--- src/rtl/ecc_log_pkg.sv ---
package ecc_log_pkg;
    localparam int ECC_ADDR_W = 32;
    localparam int ECC_SYND_W = 8;
    localparam int ECC_DATA_W = 64;

    // error window offsets
    localparam int OFS_OPTION  = 'h00;
    localparam int OFS_UE_ADDR = 'h08;
    localparam int OFS_UE_STAT = 'h0C;
    localparam int OFS_UE_DLO  = 'h10;
    localparam int OFS_UE_DHI  = 'h14;
    localparam int OFS_CE_ADDR = 'h18;
    localparam int OFS_CE_STAT = 'h1C;
    localparam int OFS_CE_DLO  = 'h20;
    localparam int OFS_CE_DHI  = 'h24;

    // interrupt window offsets
    localparam int OFS_INT_STAT = 'h00;
    localparam int OFS_INT_ACK  = 'h04;

    // status bit positions; class g uses FIRST_LSB+2g and FIRST_LSB+2g+1
    localparam int STAT_FIRST_LSB = 3;
    localparam int NUM_CLASS      = 2;   // 0 corrected, 1 uncorrected

    // option fields
    localparam int OPT_FWC_BIT = 8;
    localparam int OPT_PAT_LSB = 16;
    localparam int SYND_LSB    = 8;

    function automatic logic mode_logs(input logic [1:0] mode);
        return mode[0];
    endfunction
endpackage

--- src/rtl/ecc_class_log.sv ---
module ecc_class_log
    import ecc_log_pkg::*;
(
    input  logic                  clk,
    input  logic                  rst_n,
    input  logic                  log_en,
    input  logic                  evt_valid,
    input  logic [ECC_ADDR_W-1:0] evt_addr,
    input  logic [ECC_SYND_W-1:0] evt_synd,
    input  logic [ECC_DATA_W-1:0] evt_data,
    input  logic                  clr_first,
    input  logic                  clr_rep,
    output logic                  first_q,
    output logic                  rep_q,
    output logic [ECC_ADDR_W-1:0] addr_q,
    output logic [ECC_SYND_W-1:0] synd_q,
    output logic [ECC_DATA_W-1:0] data_q
);
    typedef struct packed {
        logic                  first;
        logic                  rep;
        logic [ECC_ADDR_W-1:0] addr;
        logic [ECC_SYND_W-1:0] synd;
        logic [ECC_DATA_W-1:0] data;
    } cls_st_t;

    cls_st_t st_d, st_q;

    always_comb begin
        st_d       = st_q;
        st_d.first = st_q.first & ~clr_first;
        st_d.rep   = st_q.rep & ~clr_rep;
        if (log_en && evt_valid) begin
            if (st_d.first) begin
                st_d.rep = 1'b1;
            end else begin
                st_d.first = 1'b1;
                st_d.addr  = evt_addr;
                st_d.synd  = evt_synd;
                st_d.data  = evt_data;
            end
        end
    end

    always_ff @(posedge clk) begin
        if (!rst_n) st_q <= '0;
        else        st_q <= st_d;
    end

    assign first_q = st_q.first;
    assign rep_q   = st_q.rep;
    assign addr_q  = st_q.addr;
    assign synd_q  = st_q.synd;
    assign data_q  = st_q.data;
endmodule

--- src/rtl/ecc_opt_inject.sv ---
module ecc_opt_inject
    import ecc_log_pkg::*;
#(
    parameter int CHK_W = 8
) (
    input  logic             clk,
    input  logic             rst_n,
    input  logic             opt_wr,
    input  logic [1:0]       wr_mode,
    input  logic             wr_fwc,
    input  logic [CHK_W-1:0] wr_pat,
    input  logic             wr_valid,
    input  logic [CHK_W-1:0] chk_in,
    output logic [CHK_W-1:0] chk_out,
    output logic [1:0]       mode_q,
    output logic             fwc_q,
    output logic [CHK_W-1:0] pat_q
);
    typedef struct packed {
        logic [1:0]       mode;
        logic             fwc;
        logic [CHK_W-1:0] pat;
    } opt_st_t;

    opt_st_t opt_d, opt_q;
    logic    inject;

    assign inject = opt_q.fwc && wr_valid;

    always_comb begin
        opt_d = opt_q;
        if (inject) opt_d.fwc = 1'b0;
        if (opt_wr) begin
            opt_d.mode = wr_mode;
            opt_d.fwc  = wr_fwc;
            opt_d.pat  = wr_pat;
        end
    end

    always_ff @(posedge clk) begin
        if (!rst_n) opt_q <= '0;
        else        opt_q <= opt_d;
    end

    assign chk_out = inject ? (chk_in ^ opt_q.pat) : chk_in;
    assign mode_q  = opt_q.mode;
    assign fwc_q   = opt_q.fwc;
    assign pat_q   = opt_q.pat;
endmodule

--- src/rtl/ecc_err_log.sv ---
module ecc_err_log
    import ecc_log_pkg::*;
#(
    parameter int                REG_AW   = 12,
    parameter logic [REG_AW-1:0] ERR_BASE = 12'h100,
    parameter logic [REG_AW-1:0] INT_BASE = 12'h200,
    parameter int                CHK_W    = 8
) (
    input  logic                  clk,
    input  logic                  rst_n,
    input  logic                  reg_wr_en,
    input  logic                  reg_rd_en,
    input  logic [REG_AW-1:0]     reg_addr,
    input  logic [31:0]           reg_wdata,
    output logic [31:0]           reg_rdata,
    input  logic                  ce_valid,
    input  logic [ECC_ADDR_W-1:0] ce_addr,
    input  logic [ECC_SYND_W-1:0] ce_syndrome,
    input  logic [ECC_DATA_W-1:0] ce_data,
    input  logic                  ue_valid,
    input  logic [ECC_ADDR_W-1:0] ue_addr,
    input  logic [ECC_SYND_W-1:0] ue_syndrome,
    input  logic [ECC_DATA_W-1:0] ue_data,
    input  logic                  wr_valid,
    input  logic [CHK_W-1:0]      chk_in,
    output logic [CHK_W-1:0]      chk_out,
    output logic                  irq
);
    localparam int STAT_TOP = STAT_FIRST_LSB + 2*NUM_CLASS - 1;

    logic [REG_AW-1:0] a_opt, a_int_stat, a_int_ack;
    assign a_opt      = ERR_BASE + REG_AW'(OFS_OPTION);
    assign a_int_stat = INT_BASE + REG_AW'(OFS_INT_STAT);
    assign a_int_ack  = INT_BASE + REG_AW'(OFS_INT_ACK);

    logic opt_wr, ack_wr;
    assign opt_wr = reg_wr_en && (reg_addr == a_opt);
    assign ack_wr = reg_wr_en && (reg_addr == a_int_ack);

    // option register and check-bit injection
    logic [1:0]       mode_q;
    logic             fwc;
    logic [CHK_W-1:0] pat_q;
    logic             ecc_on;

    ecc_opt_inject #(.CHK_W(CHK_W)) u_opt (
        .clk      (clk),
        .rst_n    (rst_n),
        .opt_wr   (opt_wr),
        .wr_mode  (reg_wdata[1:0]),
        .wr_fwc   (reg_wdata[OPT_FWC_BIT]),
        .wr_pat   (reg_wdata[OPT_PAT_LSB +: CHK_W]),
        .wr_valid (wr_valid),
        .chk_in   (chk_in),
        .chk_out  (chk_out),
        .mode_q   (mode_q),
        .fwc_q    (fwc),
        .pat_q    (pat_q)
    );

    assign ecc_on = mode_logs(mode_q);

    // per-class logging
    logic                  ev_valid  [NUM_CLASS];
    logic [ECC_ADDR_W-1:0] ev_addr   [NUM_CLASS];
    logic [ECC_SYND_W-1:0] ev_synd   [NUM_CLASS];
    logic [ECC_DATA_W-1:0] ev_data   [NUM_CLASS];
    logic                  cls_first [NUM_CLASS];
    logic                  cls_rep   [NUM_CLASS];
    logic [ECC_ADDR_W-1:0] cls_addr  [NUM_CLASS];
    logic [ECC_SYND_W-1:0] cls_synd  [NUM_CLASS];
    logic [ECC_DATA_W-1:0] cls_data  [NUM_CLASS];

    assign ev_valid[0] = ce_valid;
    assign ev_addr[0]  = ce_addr;
    assign ev_synd[0]  = ce_syndrome;
    assign ev_data[0]  = ce_data;
    assign ev_valid[1] = ue_valid;
    assign ev_addr[1]  = ue_addr;
    assign ev_synd[1]  = ue_syndrome;
    assign ev_data[1]  = ue_data;

    logic [STAT_TOP:STAT_FIRST_LSB] int_stat;

    for (genvar g = 0; g < NUM_CLASS; g++) begin : g_cls
        ecc_class_log u_cls (
            .clk       (clk),
            .rst_n     (rst_n),
            .log_en    (ecc_on),
            .evt_valid (ev_valid[g]),
            .evt_addr  (ev_addr[g]),
            .evt_synd  (ev_synd[g]),
            .evt_data  (ev_data[g]),
            .clr_first (ack_wr && reg_wdata[STAT_FIRST_LSB + 2*g]),
            .clr_rep   (ack_wr && reg_wdata[STAT_FIRST_LSB + 2*g + 1]),
            .first_q   (cls_first[g]),
            .rep_q     (cls_rep[g]),
            .addr_q    (cls_addr[g]),
            .synd_q    (cls_synd[g]),
            .data_q    (cls_data[g])
        );
        assign int_stat[STAT_FIRST_LSB + 2*g]     = cls_first[g];
        assign int_stat[STAT_FIRST_LSB + 2*g + 1] = cls_rep[g];
    end

    assign irq = |int_stat;

    // registered read path
    typedef struct packed {
        logic [31:0] rdata;
    } rd_st_t;

    rd_st_t rd_d, rd_q;

    function automatic logic [31:0] stat_word(input logic [ECC_SYND_W-1:0] s);
        logic [31:0] w;
        w = '0;
        w[SYND_LSB +: ECC_SYND_W] = s;
        return w;
    endfunction

    always_comb begin
        rd_d = rd_q;
        if (reg_rd_en) begin
            rd_d.rdata = '0;
            if (reg_addr == a_opt) begin
                rd_d.rdata[1:0]                   = mode_q;
                rd_d.rdata[OPT_FWC_BIT]           = fwc;
                rd_d.rdata[OPT_PAT_LSB +: CHK_W]  = pat_q;
            end else if (reg_addr == ERR_BASE + REG_AW'(OFS_UE_ADDR)) begin
                rd_d.rdata = cls_addr[1];
            end else if (reg_addr == ERR_BASE + REG_AW'(OFS_UE_STAT)) begin
                rd_d.rdata = stat_word(cls_synd[1]);
            end else if (reg_addr == ERR_BASE + REG_AW'(OFS_UE_DLO)) begin
                rd_d.rdata = cls_data[1][31:0];
            end else if (reg_addr == ERR_BASE + REG_AW'(OFS_UE_DHI)) begin
                rd_d.rdata = cls_data[1][63:32];
            end else if (reg_addr == ERR_BASE + REG_AW'(OFS_CE_ADDR)) begin
                rd_d.rdata = cls_addr[0];
            end else if (reg_addr == ERR_BASE + REG_AW'(OFS_CE_STAT)) begin
                rd_d.rdata = stat_word(cls_synd[0]);
            end else if (reg_addr == ERR_BASE + REG_AW'(OFS_CE_DLO)) begin
                rd_d.rdata = cls_data[0][31:0];
            end else if (reg_addr == ERR_BASE + REG_AW'(OFS_CE_DHI)) begin
                rd_d.rdata = cls_data[0][63:32];
            end else if (reg_addr == a_int_stat) begin
                rd_d.rdata[STAT_TOP:STAT_FIRST_LSB] = int_stat;
            end
        end
    end

    always_ff @(posedge clk) begin
        if (!rst_n) rd_q <= '0;
        else        rd_q <= rd_d;
    end

    assign reg_rdata = rd_q.rdata;
endmodule

--- config.mk ---
export PLATFORM = sky130hd
export DESIGN_NAME = ecc_err_log
export DESIGN_NICKNAME = d
export VERILOG_FILES = /design/src/rtl/ecc_log_pkg.sv /design/src/rtl/ecc_class_log.sv /design/src/rtl/ecc_opt_inject.sv /design/src/rtl/ecc_err_log.sv
export SDC_FILE = /design/constraint.sdc
export NUM_CORES = 1
export LEC_CHECK = 0
export ABC_CLOCK_PERIOD_IN_PS = 3040
export BUFFER_PORTS_ARGS = -buffer_cell sky130_fd_sc_hd__buf_4
export CAP_MARGIN = 20
export CORE_ASPECT_RATIO = 1.4
export CORE_MARGIN = 2
export CORE_UTILIZATION = 54
export CTS_BUF_LIST = sky130_fd_sc_hd__clkbuf_4
export DETAILED_ROUTE_END_ITERATION = 7
export PLACE_DENSITY = 0.79
export SLEW_MARGIN = 40
export SYNTH_ARGS = -nofsm -noshare
export SYNTH_HDL_FRONTEND = slang
export SYNTH_SLANG_ARGS = --single-unit
--- constraint.sdc ---
create_clock -name clk -period 3.04 [get_ports clk]
set_clock_uncertainty 0.05 [all_clocks]
set_input_delay 0.608 -clock clk [delete_from_list [all_inputs] [get_ports clk]]
set_output_delay 0.608 -clock clk [all_outputs]
set_load 0.01 [all_outputs]
==> impl_metrics.json, run 1 <==
{
  "outcome": "finished clean",
  "wl_per_cell_um": 18.1,
  "fillers": 1794,
  "fin_cells": 2028,
  "syn2layout_area_growth_pct": 28.1,
  "cts_root_buf": "clkbuf_4",
  "postCtsSetupBuffers": 0,
  "chipHeight_um": 176,
  "cp_data_arrival_time_ns": 1.73,
  "ir_drop_mv": 0.309,
  "drt_iter0_markers": 904,
  "gr-usage-all-layers_pct": 31.5,
  "syn_inst": 1454,
  "dp.cells": 1919,
  "powerDensity_mw_per_mm2": 453,
  "dpl-instance-area_mm2": 0.0139,
  "io_buffer_count": 290,
  "grt_max_degree": 199,
  "die_area_mm2": 0.0224,
  "hold_viol": 0,
  "fin_tns_setup_ns": 0,
  "viasPerCell": 5.76,
  "ys_ff_latch": 255,
  "syn_nets": 1721,
  "drive_above_1_share_pct": 26.7,
  "yosysTopAreaCell": "dfxtp_1",
  "avgSynthCellArea_um2": 7.86,
  "layout.nets": 1986,
  "yosysWarningCount": 0,
  "synth_edf_count": 0,
  "clkTransAtPathRegs_ns": 0.07,
  "cts_made_buffers": 58,
  "antenna_left": 0,
  "ys_seq_area_share_pct": 44.6,
  "crit_path_start_kind": "flip-flop",
  "period_minus_slack_ns": 2.38,
  "finalSetupViolCount": 0,
  "p_leak_nw": 5.90,
  "cts_resized": 0,
  "cp_top_family": "simple AND/OR/NAND/NOR gates",
  "synth_ff_type": "dfxtp_1",
  "crit_required_ns": 2.38,
  "critPathBufInv": 1,
  "slew_headroom_pct": 44.7,
  "seqCellArea_mm2": 0.00510,
  "globalRouteOverflowTotal": 0,
  "first_pass_iters": 5,
  "hold_class": "in2reg",
  "drt_wl_total_um": 36800,
  "slew_violations": 0,
  "antenna_found_initial": 1,
  "cts_buffer_depth": 3,
  "cts_tree": "yes",
  "yosys.cell_types.count": 59,
  "fmaxAchievable_mhz": 419,
  "final_common_cell": "buf_4",
  "place.gp.congestion": 0.965,
  "clk_latency_ns": 0.69,
  "rsz0062_at_grt": "false",
  "synthTopCellsByArea": "dfxtp_1 45%, nand3_1 10%, o21ai_0 10%",
  "rows": 63,
  "drc": 0,
  "postSynth.asyncResetShare_pct": 0,
  "path_cells": "and2_1 > nand2_1 > xnor2_1 > buf_4",
  "end_kind": "output pin",
  "coreArea_mm2": 0.0210,
  "num_vias": 11700,
  "synth_area_mm2": 0.0114,
  "finalInstanceArea_mm2": 0.0146,
  "clock-sinks": 255,
  "cts_htree_levels": 2,
  "grt_pass1_wl_um": 55700,
  "grt_pass1_vias": 10700,
  "synth_top_cell_area_share_pct": 44.6,
  "ctsHoldBuffers": 0,
  "critPathKind": "reg2out",
  "multi_input_area_mm2": 0.00575,
  "fin_crit_sh_pct": 78.4,
  "hpwl_um": 27000,
  "initial_core_util_pct": 54.5,
  "cp_slowest_cell": "dfxtp_1",
  "path_max_fanout": 8,
  "mostFrequentLayoutCells": "332 x buf_4, 255 x dfxtp_1, 236 x nand3_1",
  "maxCapViolCount": 0,
  "fp.dieW_um": 127,
  "worstMarginPinSlew_ns": 0.827,
  "io_pins": 308,
  "cpPeakStageDelay_ns": 0.36
}
==> stage by stage <==
| stage | hold WS, ns | utilization (%) | power, W | worst slack, ns |
|---|---|---|---|---|
| 2_1_floorplan | 0.384 | - | 0.00365 | 0.196 |
| 3_3_place_gp | 0.393 | 66.3 | 0.00400 | 0.133 |
| 3_5_place_dp | 0.402 | 66.3 | 0.00400 | 0.110 |
| 4_1_cts | 0.0726 | 69.8 | 0.00668 | 0.595 |
| 5_1_grt | 0.0888 | 69.9 | 0.00690 | 0.522 |
| 6_report | 0.108 | 69.9 | 0.00664 | 0.656 |
==> logic make-up (layout without fill, tap and decap cells) <==
family	Yosys count	after routing	share of synthesized area (%)
AND/OR/NAND/NOR	571	571	23.2
AO/OA/AOI/OAI	440	440	23.2
flip-flops	255	255	44.6
buffers and inverters	149	462	5.46
multiplexers	31	31	2.87
XOR/XNOR	8	8	0.613
other	0	1	0
==> power by group <==
group	internal (W)	switching, W	leakage (nW)
Sequential	0.00334	0.00000301	2.05
Combinational	0.000295	0.000295	3.40
Clock	0.00136	0.00134	0.449
==> cell type report <==
class	count	share of cell area, %
antenna	1	0.0171
clock buffer	91	4.66
clock inverter	17	0.470
inverter	13	0.333
multi-input combinational	1050	39.2
sequential	255	34.9
tap	260	2.22
timing repair buffer	341	18.2
==> sequential cells by signal, summed over array words and instances (netlist names) <==
name and cells:
g_cls.u_cls.addr_q 64, g_cls.u_cls.data_q 128, g_cls.u_cls.first_q 2, g_cls.u_cls.rep_q 2, g_cls.u_cls.synd_q 16, reg_rdata 32
u_opt.fwc_q 1, u_opt.mode_q 2, u_opt.pat_q 8
==> layer usage <==
metal / share of wire [%] / global-route usage [%] / vias to the layer above / wire [um]
li1: - / - / 5776 / -
met1: 40 / 39.5 / 5295 / 14700
met2: 47 / 51.6 / 506 / 17400
met3: 7.5 / 6.15 / 99 / 2770
met4: 5.1 / 16.4 / 0 / 1860
met5: 0 / 0 / - / 0
==> cells in the mapped netlist (7+ instances only) <==
master,count
a21oi_1,54
a22o_1,26
a22oi_1,34
a311oi_1,7
buf_1,25
buf_2,16
clkbuf_1,90
dfxtp_1,255
inv_1,13
mux2_2,14
mux2i_1,17
nand2_1,235
nand3_1,236
nor2_1,28
nor2b_1,12
nor3_1,19
nor4_1,7
o211ai_1,11
o21ai_0,235
o21ai_1,17
o221ai_1,7
o2bb2ai_1,10
xnor2_1,8
==> worst reg2reg max path: cells and delay by family (launching register included) <==
family	cells	cell delay, ns
AO/OA/AOI/OAI	2	0.22
buffers and inverters	1	0.23
AND/OR/NAND/NOR	2	0.55
flip-flops	1	0.46
==> worst paths after layout <==
| kind | start | end | slack (ns) | cells past startpoint |
|---|---|---|---|---|
| min reg2reg | g_cls[1].u_cls.data_q[59] | g_cls[1].u_cls.data_q[59] | 0.41 | 2 |
| max reg2reg | u_opt.mode_q[0] | g_cls[0].u_cls.data_q[60] | 1.40 | 5 |
| min | ue_addr[0] | g_cls[1].u_cls.addr_q[0] | 0.11 | 3 |
| max | u_opt.fwc_q | chk_out[1] | 0.66 | 4 |
No activity file was read; power rests on OpenSTA's default activity.
==> run 2: changes to the inputs <==
--- a/config.mk
+++ b/config.mk
@@ -5,15 +5,15 @@
 export SDC_FILE = /design/constraint.sdc
 export NUM_CORES = 1
 export LEC_CHECK = 0
-export ABC_CLOCK_PERIOD_IN_PS = 3040
+export ABC_CLOCK_PERIOD_IN_PS = 2000
 export BUFFER_PORTS_ARGS = -buffer_cell sky130_fd_sc_hd__buf_4
 export CAP_MARGIN = 20
 export CORE_ASPECT_RATIO = 1.4
 export CORE_MARGIN = 2
-export CORE_UTILIZATION = 54
+export CORE_UTILIZATION = 49
 export CTS_BUF_LIST = sky130_fd_sc_hd__clkbuf_4
 export DETAILED_ROUTE_END_ITERATION = 7
-export PLACE_DENSITY = 0.79
+export PLACE_DENSITY = 0.75
 export SLEW_MARGIN = 40
 export SYNTH_ARGS = -nofsm -noshare
 export SYNTH_HDL_FRONTEND = slang
==> constraint.sdc (replaced) <==
create_clock -name clk -period 2 [get_ports clk]
set_clock_uncertainty 0.05 [all_clocks]
set_input_delay 0.4 -clock clk [delete_from_list [all_inputs] [get_ports clk]]
set_output_delay 0.4 -clock clk [all_outputs]
set_load 0.01 [all_outputs]
==> impl_metrics.json, run 2 (same netlist as run 1, synthesis figures left out) <==
{
  "outcome": "complete, but fails checks",
  "violations": "setup timing",
  "worst_slack_ns": -0.111,
  "power_w": 0.0109,
  "holdCritStartpoint": "reg_wdata[6]",
  "coreArea_mm2": 0.0231,
  "syn2layout_area_growth_pct": 56.3,
  "period_minus_slack_ns": 2.11,
  "antenna_found_initial": 6,
  "globalRouteOverflowTotal": 0,
  "powerDensity_mw_per_mm2": 608,
  "cts_made_buffers": 59,
  "cpPeakStageDelay_ns": 0.52,
  "cts_tree": "yes",
  "end_kind": "output pin",
  "viasPerCell": 5.83,
  "cts_buffer_depth": 3,
  "cp_data_arrival_time_ns": 1.66,
  "fin_crit_sh_pct": 106,
  "critPathKind": "reg2out",
  "fmaxAchievable_mhz": 474,
  "layout.nets": 2288,
  "path_cells": "or4_4 > buf_6",
  "clkTransAtPathRegs_ns": 0.07,
  "initial_core_util_pct": 49.5,
  "place_ws_ns": -0.615,
  "p_leak_nw": 7.38,
  "grt_max_degree": 119,
  "fp.dieW_um": 133,
  "finalSetupViolCount": 9,
  "first_pass_iters": 8,
  "r2r_start": "g_cls[0].u_cls.first_q",
  "io_buffer_count": 290,
  "hold_end": "g_cls[1].u_cls.rep_q",
  "final_util_pct": 77.3,
  "hpwl_um": 30200,
  "path_max_fanout": 2,
  "grt_pass1_vias": 13600,
  "fillers": 1584,
  "clock-sinks": 255,
  "critPathBufInv": 1,
  "cp_top_family": "simple AND/OR/NAND/NOR gates",
  "regToRegEndpoint": "g_cls[0].u_cls.data_q[47]",
  "antenna_left": 0,
  "ir_drop_mv": 0.434,
  "largest_register_ffs": 128,
  "r2r_setup_slack_ns": 0.22,
  "drt_iter0_markers": 1336,
  "cp_slowest_cell": "or4_4",
  "slew_headroom_pct": 58.3,
  "crit_path_start_kind": "flip-flop",
  "hold_class": "in2reg",
  "maxCapViolCount": 0,
  "place.gp.congestion": 0.949,
  "clk_latency_ns": 0.72,
  "grt_pass1_wl_um": 71700,
  "crit_required_ns": 1.55,
  "finalInstanceArea_mm2": 0.0179,
  "rows": 66,
  "drive_above_1_share_pct": 28.0,
  "rsz0062_at_grt": "true",
  "mostFrequentLayoutCells": "395 x buf_4, 252 x dfxtp_1, 231 x o21ai_0",
  "hold_viol": 0,
  "gr-usage-all-layers_pct": 37.2,
  "slew_violations": 0,
  "die_area_mm2": 0.0246,
  "drt_wl_total_um": 48100,
  "worstMarginPinSlew_ns": 0.626,
  "io_pins": 308,
  "dpl-instance-area_mm2": 0.0146,
  "num_vias": 13900,
  "fin_tns_setup_ns": -0.753,
  "cts_htree_levels": 2,
  "wl_per_cell_um": 20.2,
  "hold_depth": 4,
  "final_common_cell": "buf_4",
  "rr_worst_depth": 6,
  "chipHeight_um": 185,
  "cts_root_buf": "clkbuf_4",
  "drc": 0
}
-- run 2: changes by cell type in the layout (fill, tap and decap cells not counted), moves of 7 or more --
cell / change
buf_12: +8
dlygate4sd3_1: +227
buf_4: +63
nand3_2: +13
nand2_1: -7
nand3_1: -13
-- run 2: worst max-delay path by stage --
| stage | slack (ns) | startpoint | depth (start not counted) | end |
|---|---|---|---|---|
| finish | -0.11 | g_cls[0].u_cls.first_q | 2 | irq |
| global route | -0.23 | u_opt.fwc_q | 4 | chk_out[0] |
| CTS | -0.15 | g_cls[0].u_cls.first_q | 2 | irq |
| detailed placement | -0.62 | reg_addr[9] | 8 | reg_rdata[17] |
| global placement | -0.59 | reg_addr[9] | 8 | reg_rdata[17] |
| floorplan | -0.52 | reg_addr[2] | 11 | g_cls[1].u_cls.data_q[60] |
-- run 2: power breakdown --
group | switching (W) | internal [W]
Sequential | 0.00000510 | 0.00508
Clock | 0.00214 | 0.00222
Combinational | 0.000614 | 0.000803
-- run 2: metal layers --
| metal | vias up | GRT usage (%) | share of wire (%) |
|---|---|---|---|
| met5 | - | 0 | 0 |
| met4 | 0 | 27.0 | 7.8 |
| met3 | 240 | 5.80 | 6.8 |
| met2 | 781 | 64.9 | 49 |
| met1 | 6471 | 41.0 | 37 |
| li1 | 6398 | - | - |
-- run 2: repair_timing --
| action | 4_1_cts | 5_1_grt |
|---|---|---|
| buffers inserted | 3 | 0 |
| hold buffers | 227 | 0 |
| cloned | 0 | 1 |
| endpoints found under the setup margin | 9 | 12 |
| pin swaps | 4 | 10 |
| gates resized for setup | 8 | 17 |
| endpoints found under the hold margin | 218 | 0 |
-- run 2: final cells by class --
class	instances	area, um2	share of cell area (%)
Multi-Input combinational cell	1050	5910	33.0
Timing Repair Buffer	642	5620	31.4
Clock buffer	92	691	3.86
Sequential cell	255	5110	28.6
Tap cell	306	383	2.14
Clock inverter	19	101	0.567
Antenna cell	7	17.5	0.0980
Inverter	13	48.8	0.273
-- run 2: per-stage QoR --
step	hold slack [ns]	instances
floorplan	0.385	1454
global placement	0.399	2035
detailed placement	0.406	2035
CTS	0.00764	2376
global route	0.0337	2383
finish	0.0510	2384
-- run 2: worst reg2reg max path: cells and delay by family, from the launching register on --
kind,cells,cell delay (ns)
AO/OA/AOI/OAI,2,0.60
buffers and inverters,3,0.53
flip-flops,1,0.33
AND/OR/NAND/NOR,1,0.18
==> run 3: changes to the inputs <==
==> constraint.sdc (replaced) <==
create_clock -name clk -period 2 [get_ports clk]
set_clock_uncertainty 0.05 [all_clocks]
set_input_delay 0.1 -clock clk [delete_from_list [all_inputs] [get_ports clk]]
set_output_delay 0.1 -clock clk [all_outputs]
set_load 0.01 [all_outputs]
==> impl_metrics.json, run 3 (same netlist as run 1, synthesis figures left out) <==
{
  "grt_pass1_wl_um": 78100,
  "period_minus_slack_ns": 2.00,
  "cp_slowest_cell": "or4b_4",
  "initial_core_util_pct": 49.5,
  "chipHeight_um": 185,
  "hold_viol": 2,
  "fmaxAchievable_mhz": 499,
  "die_area_mm2": 0.0246,
  "io_pins": 308,
  "outcome": "complete, but fails checks",
  "worst_slack_ns": -0.00270,
  "violations": "hold timing, setup timing",
  "drc": 0,
  "fin_crit_sh_pct": 100,
  "cts_buffer_depth": 3,
  "critPathKind": "in2reg",
  "r2r_start": "u_opt.mode_q[0]",
  "first_pass_iters": 8,
  "gr-usage-all-layers_pct": 41.0,
  "clk_latency_ns": 0.74,
  "cpPeakStageDelay_ns": 0.58,
  "rows": 66,
  "path_cells": "buf_4 > or4b_4 > buf_4 > nor4_4 > buf_4 > o21ai_4 > buf_12 > nand3_1 > o21ai_2 > dlygate4sd3_1",
  "cts_htree_levels": 2,
  "fillers": 1456,
  "critPathBufInv": 5,
  "clkTransAtPathRegs_ns": 0.09,
  "cts_made_buffers": 60,
  "hold_depth": 4,
  "slew_violations": 0,
  "clock-sinks": 255,
  "final_util_pct": 80.3,
  "hold_slack_ns": -0.0387,
  "slew_headroom_pct": 49.6,
  "hold_class": "in2reg",
  "layout.nets": 2359,
  "cts_root_buf": "clkbuf_4",
  "grt_pass1_vias": 14600,
  "end_kind": "flip-flop",
  "drt_iter0_markers": 1647,
  "drive_above_1_share_pct": 24.9,
  "cp_top_family": "buffers and inverters",
  "dp.cells": 1996,
  "antenna_left": 0,
  "hpwl_um": 29200,
  "io_buffer_count": 290,
  "holdCritStartpoint": "rst_n",
  "cts_tree": "yes",
  "place.gp.congestion": 0.941,
  "mostFrequentLayoutCells": "361 x buf_4, 333 x dlygate4sd3_1, 254 x dfxtp_1",
  "ir_drop_mv": 0.459,
  "crit_required_ns": 2.53,
  "powerDensity_mw_per_mm2": 590,
  "crit_path_start_kind": "input pin",
  "cp_data_arrival_time_ns": 2.53,
  "rr_worst_depth": 6,
  "crit_path_frequent_cell": "buf_4",
  "num_vias": 14700,
  "worstMarginPinSlew_ns": 0.756,
  "regToRegEndpoint": "g_cls[0].u_cls.addr_q[8]",
  "grt_max_degree": 173,
  "coreArea_mm2": 0.0231,
  "drt_wl_total_um": 53100,
  "final_common_cell": "buf_4",
  "largest_register_ffs": 128,
  "syn2layout_area_growth_pct": 62.4,
  "globalRouteOverflowTotal": 0,
  "p_leak_nw": 7.52,
  "hold_end": "g_cls[0].u_cls.data_q[26]",
  "finalSetupViolCount": 1,
  "path_max_fanout": 63,
  "fp.dieW_um": 133,
  "viasPerCell": 5.99,
  "fin_cells": 2451,
  "maxCapViolCount": 0,
  "r2r_setup_slack_ns": 0.04,
  "wl_per_cell_um": 21.7,
  "antenna_found_initial": 6
}
## run 3: cell count changes in the layout (fill, tap and decap cells not counted), sizes merged
cell,previous run,this run
dlygate4sd3,227,333
buf,414,379
clkbuf,93,88
clkinv,17,20
diode,7,5
clkinvlp,0,1
inv,14,13
## run 3: layer usage
layer	share of wire [%]	wire [um]	GRT usage (%)	up-vias
li1	-	-	-	6538
met1	35	18600	44.3	6838
met2	49	26100	71.5	1007
met3	8.0	4250	7.37	288
met4	7.8	4160	30.3	2
met5	0.024	13	0	-
## run 3: layout make-up
| cell class | count | area, um2 | share of cell area [%] |
|---|---|---|---|
| Multi-Input combinational cell | 1050 | 5870 | 31.6 |
| Clock inverter | 22 | 118 | 0.633 |
| Clock buffer | 88 | 661 | 3.56 |
| Sequential cell | 255 | 5110 | 27.5 |
| Timing Repair Buffer | 712 | 6370 | 34.3 |
| Antenna cell | 5 | 12.5 | 0.0674 |
| Tap cell | 306 | 383 | 2.06 |
| Inverter | 13 | 48.8 | 0.263 |
## run 3: worst max path at each step
| stage | startpoint | endpoint | cells after the start |
|---|---|---|---|
| 2_1_floorplan | reg_addr[2] | g_cls[1].u_cls.data_q[60] | 11 |
| 3_3_place_gp | reg_addr[9] | reg_rdata[18] | 8 |
| 3_5_place_dp | reg_addr[9] | reg_rdata[18] | 7 |
| 4_1_cts | u_opt.mode_q[0] | g_cls[1].u_cls.addr_q[3] | 6 |
| 5_1_grt | reg_addr[4] | g_cls[0].u_cls.data_q[60] | 10 |
| 6_report | reg_addr[8] | g_cls[0].u_cls.addr_q[8] | 10 |
## run 3: worst register-to-register path, stage by stage (launching register included)
cell	delay (ns)
dfxtp_2	0.36
and2_1	0.20
o21ai_4	0.11
buf_12	0.27
nand3_1	0.20
o21ai_2	0.15
dlygate4sd3_1	0.59
## run 3: repair_timing
| item | in CTS | in global routing |
|---|---|---|
| setup buffers | 0 | 3 |
| hold endpoints to repair | 239 | 1 |
| resized for setup | 0 | 13 |
| hold buffers | 337 | 1 |
| setup endpoints to repair | 0 | 41 |
## run 3: report_power, final
part | switching, W | internal, W | total [W]
Combinational | 0.000670 | 0.000856 | 0.00153
Sequential | 0.00000529 | 0.00508 | 0.00509
Clock | 0.00220 | 0.00215 | 0.00435
## run 3: stage by stage
step           area, um2  setup TNS [ns]  setup slack, ns  total power (W)
6_report           18600        -0.00270         -0.00270           0.0110
5_1_grt            18600         -0.0102          -0.0102           0.0113
4_1_cts            18500               0           0.0244           0.0108
3_5_place_dp       14300          -34.14           -0.367          0.00614
3_3_place_gp       14300          -28.85           -0.340          0.00614
2_1_floorplan      11600          -26.79           -0.220          0.00556
